--- config.mk ---
export PLATFORM = sky130hd
export DESIGN_NAME = ctx_state_bank
export DESIGN_NICKNAME = d
export VERILOG_FILES = /design/src/rtl/ctx_bank_pkg.sv /design/src/rtl/ctx_bank_ctrl.sv /design/src/rtl/ctx_bank_dp.sv /design/src/rtl/ctx_state_bank.sv
export SDC_FILE = /design/constraint.sdc
export NUM_CORES = 2
export LEC_CHECK = 0
export BUFFER_PORTS_ARGS = -buffer_cell sky130_fd_sc_hd__clkbuf_2
export CORE_MARGIN = 2
export CORE_UTILIZATION = 50
export CTS_CLUSTER_DIAMETER = 100
export DETAILED_ROUTE_END_ITERATION = 12
export GPL_TIMING_DRIVEN = 0
export PLACE_DENSITY = 0.66
export SLEW_MARGIN = 20
export SYNTH_ARGS = -nofsm -noshare
export SYNTH_HDL_FRONTEND = slang
export SYNTH_SLANG_ARGS = --single-unit
--- constraint.sdc ---
create_clock -name clk -period 19.75 [get_ports clk]
set_clock_uncertainty 0.05 [all_clocks]
set_input_delay 2.9625 -clock clk [delete_from_list [all_inputs] [get_ports clk]]
set_output_delay 2.9625 -clock clk [all_outputs]
set_load 0.005 [all_outputs]
--- src/rtl/ctx_bank_pkg.sv ---
package ctx_bank_pkg;

  localparam int WORD_W = 64;

  typedef enum logic [1:0] {
    OP_COUNT   = 2'b00,
    OP_SAVE    = 2'b01,
    OP_RESTORE = 2'b10,
    OP_RSVD    = 2'b11
  } bankOp_e;

  // strobes from control to datapath
  typedef struct packed {
    logic wrEn;    // write the addressed register
    logic rdEn;    // capture the addressed register into the response
    logic cntEn;   // capture the register count into the response
    logic rspEn;   // a command is accepted this cycle
  } bankCtl_t;

endpackage

--- src/rtl/ctx_bank_ctrl.sv ---
module ctx_bank_ctrl
  import ctx_bank_pkg::*;
#(
  parameter int NUM_REGS = 20,
  parameter int IDX_W    = 6,
  parameter int PEND_W   = 4
) (
  input  logic              clk,
  input  logic              rstN,
  input  logic              cmdValid,
  input  logic [1:0]        cmdOp,
  input  logic [IDX_W-1:0]  cmdIndex,
  input  logic [PEND_W-1:0] pendCount,
  output logic              cmdReady,
  output bankCtl_t          ctl,
  output logic              rspValid,
  output logic              rspErr
);

  bankOp_e op;
  logic    drained;
  logic    accept;
  logic    inRange;
  logic    errNext;

  assign op      = bankOp_e'(cmdOp);
  assign drained = (pendCount == '0);
  assign accept  = cmdValid && drained;
  assign inRange = (int'(cmdIndex) < NUM_REGS);

  assign cmdReady = drained;

  always_comb begin
    ctl       = '0;
    ctl.rspEn = accept;
    errNext   = 1'b0;
    if (accept) begin
      unique case (op)
        OP_COUNT:   ctl.cntEn = 1'b1;
        OP_SAVE:    begin ctl.rdEn = inRange; errNext = !inRange; end
        OP_RESTORE: begin ctl.wrEn = inRange; errNext = !inRange; end
        default:    errNext = 1'b1;
      endcase
    end
  end

  always_ff @(posedge clk) begin
    if (!rstN) begin
      rspValid <= 1'b0;
      rspErr   <= 1'b0;
    end else begin
      rspValid <= accept;
      rspErr   <= errNext;
    end
  end

endmodule

--- src/rtl/ctx_bank_dp.sv ---
module ctx_bank_dp
  import ctx_bank_pkg::*;
#(
  parameter int NUM_REGS = 20,
  parameter int IDX_W    = 6
) (
  input  logic              clk,
  input  logic              rstN,
  input  bankCtl_t          ctl,
  input  logic [IDX_W-1:0]  cmdIndex,
  input  logic [WORD_W-1:0] cmdData,
  output logic [WORD_W-1:0] rspData
);

  logic [WORD_W-1:0] regFile [NUM_REGS];
  logic [WORD_W-1:0] rdWord;
  logic [WORD_W-1:0] rspNext;

  // one write-enabled register per generic slot
  for (genvar g = 0; g < NUM_REGS; g++) begin : g_slot
    always_ff @(posedge clk) begin
      if (!rstN)
        regFile[g] <= '0;
      else if (ctl.wrEn && (cmdIndex == IDX_W'(g)))
        regFile[g] <= cmdData;
    end
  end

  always_comb begin
    rdWord = '0;
    for (int i = 0; i < NUM_REGS; i++)
      if (cmdIndex == IDX_W'(i)) rdWord = regFile[i];
  end

  always_comb begin
    rspNext = '0;
    if (ctl.cntEn)     rspNext = WORD_W'(NUM_REGS);
    else if (ctl.rdEn) rspNext = rdWord;
  end

  always_ff @(posedge clk) begin
    if (!rstN) rspData <= '0;
    else       rspData <= ctl.rspEn ? rspNext : '0;
  end

endmodule

--- src/rtl/ctx_state_bank.sv ---
module ctx_state_bank
  import ctx_bank_pkg::*;
#(
  parameter int NUM_REGS = 20,
  parameter int IDX_W    = 6,
  parameter int PEND_W   = 4
) (
  input  logic              clk,
  input  logic              rstN,
  input  logic              cmdValid,
  output logic              cmdReady,
  input  logic [1:0]        cmdOp,
  input  logic [IDX_W-1:0]  cmdIndex,
  input  logic [63:0]       cmdData,
  input  logic [PEND_W-1:0] pendCount,
  output logic              rspValid,
  output logic [63:0]       rspData,
  output logic              rspErr
);

  bankCtl_t ctl;

  ctx_bank_ctrl #(.NUM_REGS(NUM_REGS), .IDX_W(IDX_W), .PEND_W(PEND_W)) u_ctrl (
    .clk(clk), .rstN(rstN), .cmdValid(cmdValid), .cmdOp(cmdOp),
    .cmdIndex(cmdIndex), .pendCount(pendCount), .cmdReady(cmdReady),
    .ctl(ctl), .rspValid(rspValid), .rspErr(rspErr)
  );

  ctx_bank_dp #(.NUM_REGS(NUM_REGS), .IDX_W(IDX_W)) u_dp (
    .clk(clk), .rstN(rstN), .ctl(ctl), .cmdIndex(cmdIndex),
    .cmdData(cmdData), .rspData(rspData)
  );

endmodule

==> impl_metrics.tcl <==
set metrics [dict create \
    initial_utilization 0.5017 \
    setup_viol 0 \
    rsz0062_at_grt "no" \
    grt_pass1_wl_mm 298.7 \
    clk_pin_slew_worst_paths_ns 0.06 \
    die_x_um 344.8 \
    synth_warnings 0 \
    maxSlewHeadroom 0.1009 \
    drt_iter0_drc 7543 \
    ant_nets 0 \
    final_common_cell "and2_1" \
    fmax_ghz 0.1370 \
    cts_root_buffer "clkbuf_16" \
    required_ns 20.35 \
    grt_max_degree 22 \
    io_buffers 80 \
    vias 41240 \
    wl_mm 221.1 \
    vdd_drop_max_uv 67.05 \
    tightest_slew_ns 1.349 \
    critPathSlowestCell "clkbuf_1" \
    postCtsHoldBufs 0 \
    synthCells 4447 \
    pwr-share-seq 0.532 \
    synth.distinct_cells 65 \
    post-route-cell-area_mm2 0.06707 \
    grt_antenna_before_repair 29 \
    place_hpwl_mm 158.9 \
    fp.dieArea_mm2 0.1189 \
    ioPinCount 146 \
    h-tree-depth 4 \
    fin_tns_setup_ns 0 \
    insertion_delay_ns 0.79 \
    switchingPower_mw 1.406 \
    crit_cells 8 \
    worst_hold_path.num_cells 2 \
    slew_viol_final 0 \
    nFillCells 9333 \
    cts.path.max_buffers 3 \
    path_class "in2reg" \
    critPathMostFrequentCell "clkbuf_1" \
    async_flop_share 0 \
    path_cells "clkbuf_2, buf_2, nor2b_1, clkbuf_1, nand2_1, nor2_2, clkbuf_1, and2_1" \
    p_int_mw 4.781 \
    reg2regPathDepth 7 \
    final_util 0.5795 \
    synth-edff-count 1280 \
    synth_flop_cell "edfxtp_1" \
    syn_nets 4529 \
    dp_slack_ns 12.26 \
    crit_arrival_ns 7.89 \
    cts_sinks 1346 \
    cts_tree "built" \
    min_path_type "reg2reg" \
    path_buf_inv 4 \
    grt_usage 0.3695 \
    viasPerCell 6.437 \
    worstPathMaxFanout 10 \
    path_delay_family "simple AND/OR/NAND/NOR gates" \
    p_leak_nw 23.06 \
    status "completed" \
    power_density_mw_per_mm2 92.24 \
    clockPowerShare 0.416 \
    gp_congestion 0.9910 \
    swShare 0.2272 \
    dr.pass1.iters 6 \
    rows 125 \
    synth-seq-cells 1346 \
    synth_area_mm2 0.05806 \
    die_h_um 344.8 \
    cpPeakStageDelay_ns 1.01 \
    hold_viol_final 0 \
    nNetsFinal 4833 \
    seq_area_frac_synth 0.6848 \
    drv_cap 0 \
    layout-drive-gt1-share 0.1046 \
    grt_pass1_vias 38890 \
    crit_path_start_kind "input port" \
    drcViolationCount 0 \
    syn_area_per_cell_um2 13.06 \
    cts-buffers-inserted 142 \
    dpl_cell_area_mm2 0.06266 \
    cts-resized-gates 0 \
    fin_crit_ns 7.299 \
    comb_power_share 0.053 \
    timing.final.ws_setup_ns 12.45 \
    grt-ovfl-total 0 \
    syn_to_final_growth_pct 15.51 \
    crit_path_end_kind "register" \
    most-common-layout-cells "and2_1 (1282), edfxtp_1 (1280), clkbuf_1 (391)" \
    coreArea_mm2 0.1157 \
    fin_crit_sh 0.3696 \
    wl_per_cell_um 34.52 \
    cts_setup_buffers 0 \
]
-- logic make-up (layout without fill, tap and decap cells) --
| family | after synthesis | after routing | share of synthesized area |
|---|---|---|---|
| and+or+nand+nor | 1825 | 1825 | 0.1829 |
| DFF | 1346 | 1346 | 0.6848 |
| AOI/OAI and AO/OA | 800 | 800 | 0.09288 |
| buffers and inverters | 428 | 839 | 0.02995 |
| muxes | 45 | 45 | 0.008857 |
| adders and majority gates | 3 | 3 | 0.0006466 |
| other | 0 | 24 | 0 |
-- registers in the layout, summed over array words and instances, names as in the netlist --
register	flops
u_ctrl.rspErr	1
u_dp.rspData	64
u_dp.regFile	1280
u_ctrl.rspValid	1
-- metal layers --
layer / share of wire / track usage / vias to the layer above
met5: 0.00050 / 0 / -
met4: 0.077 / 0.2494 / 16
met3: 0.14 / 0.1073 / 664
met2: 0.43 / 0.5342 / 3292
met1: 0.36 / 0.4844 / 20380
li1: - / - / 16880
-- tightest hold or removal path, stage by stage (launching register included) --
cell	delay, ns
edfxtp_1	0.32
nand3_1	0.05
o21ai_0	0.08
-- path summary, 6_finish.rpt --
| path | startpoint | slack [ns] | endpoint |
|---|---|---|---|
| setup / recovery | cmdIndex[1] | 12.45 | u_dp.regFile[4][155] |
| hold / removal | u_dp.regFile[4][123] | 0.44 | u_dp.rspData[59] |
| setup reg to reg | u_dp.regFile[3][196] | 16.69 | u_dp.rspData[4] |
| hold reg to reg | u_dp.regFile[4][123] | 0.44 | u_dp.rspData[59] |
-- power by group through the flow --
stage | registers, mW | clock network, mW | logic (mW)
CTS | 3.29 | 2.55 | 0.316
finish | 3.29 | 2.57 | 0.327
global route | 3.30 | 2.66 | 0.330
floorplan | 3.35 | 0 | 0.130
global placement | 3.38 | 0 | 0.260
detailed placement | 3.35 | 0 | 0.316
-- cell type report --
type / instances / area, um2 / area share
Clock buffer: 203 / 3919 / 0.05843
Timing Repair Buffer: 160 / 2419 / 0.03606
Tap cell: 1524 / 1907 / 0.02843
Sequential cell: 1346 / 39760 / 0.5928
Antenna cell: 24 / 60.06 / 0.0008955
Multi-Input combinational cell: 2673 / 16870 / 0.2515
Buffer: 422 / 1734 / 0.02586
Inverter: 6 / 22.52 / 0.0003358
Clock inverter: 48 / 381.6 / 0.005690
-- metrics by stage --
step / hold WS [ns] / total power [mW] / std cells
finish: 0.4417 / 6.186 / 6406
global placement: 0.4190 / 3.644 / 6051
floorplan: 0.3866 / 3.485 / 4447
CTS: 0.4407 / 6.154 / 6380
global route: 0.4661 / 6.287 / 6384
detailed placement: 0.4177 / 3.661 / 6129
-- synthesized netlist by cell type, drive strengths merged (6+ instances only) --
master | instances | share of area
o221ai | 16 | 0.0024
edfxtp | 1280 | 0.66
nor4 | 18 | 0.0019
mux2 | 21 | 0.0041
a22oi | 186 | 0.024
inv | 6 | 0.00039
a21oi | 143 | 0.013
o21a | 7 | 0.00091
a221oi | 40 | 0.0060
a211oi | 31 | 0.0040
a31oi | 19 | 0.0020
a2111oi | 12 | 0.0018
and3 | 27 | 0.0030
nand4 | 28 | 0.0030
nand2 | 148 | 0.0096
o211ai | 38 | 0.0049
buf | 72 | 0.0069
dfxtp | 66 | 0.023
nor2b | 17 | 0.0018
and2 | 1283 | 0.14
clkbuf | 350 | 0.023
mux2i | 21 | 0.0036
o22ai | 138 | 0.015
nand3 | 64 | 0.0055
o22a | 9 | 0.0014
nor2 | 158 | 0.011
nor3 | 56 | 0.0048
a22o | 22 | 0.0033
a222oi | 21 | 0.0036
o21ai | 108 | 0.0093
No activity file was read; power rests on OpenSTA's default activity.
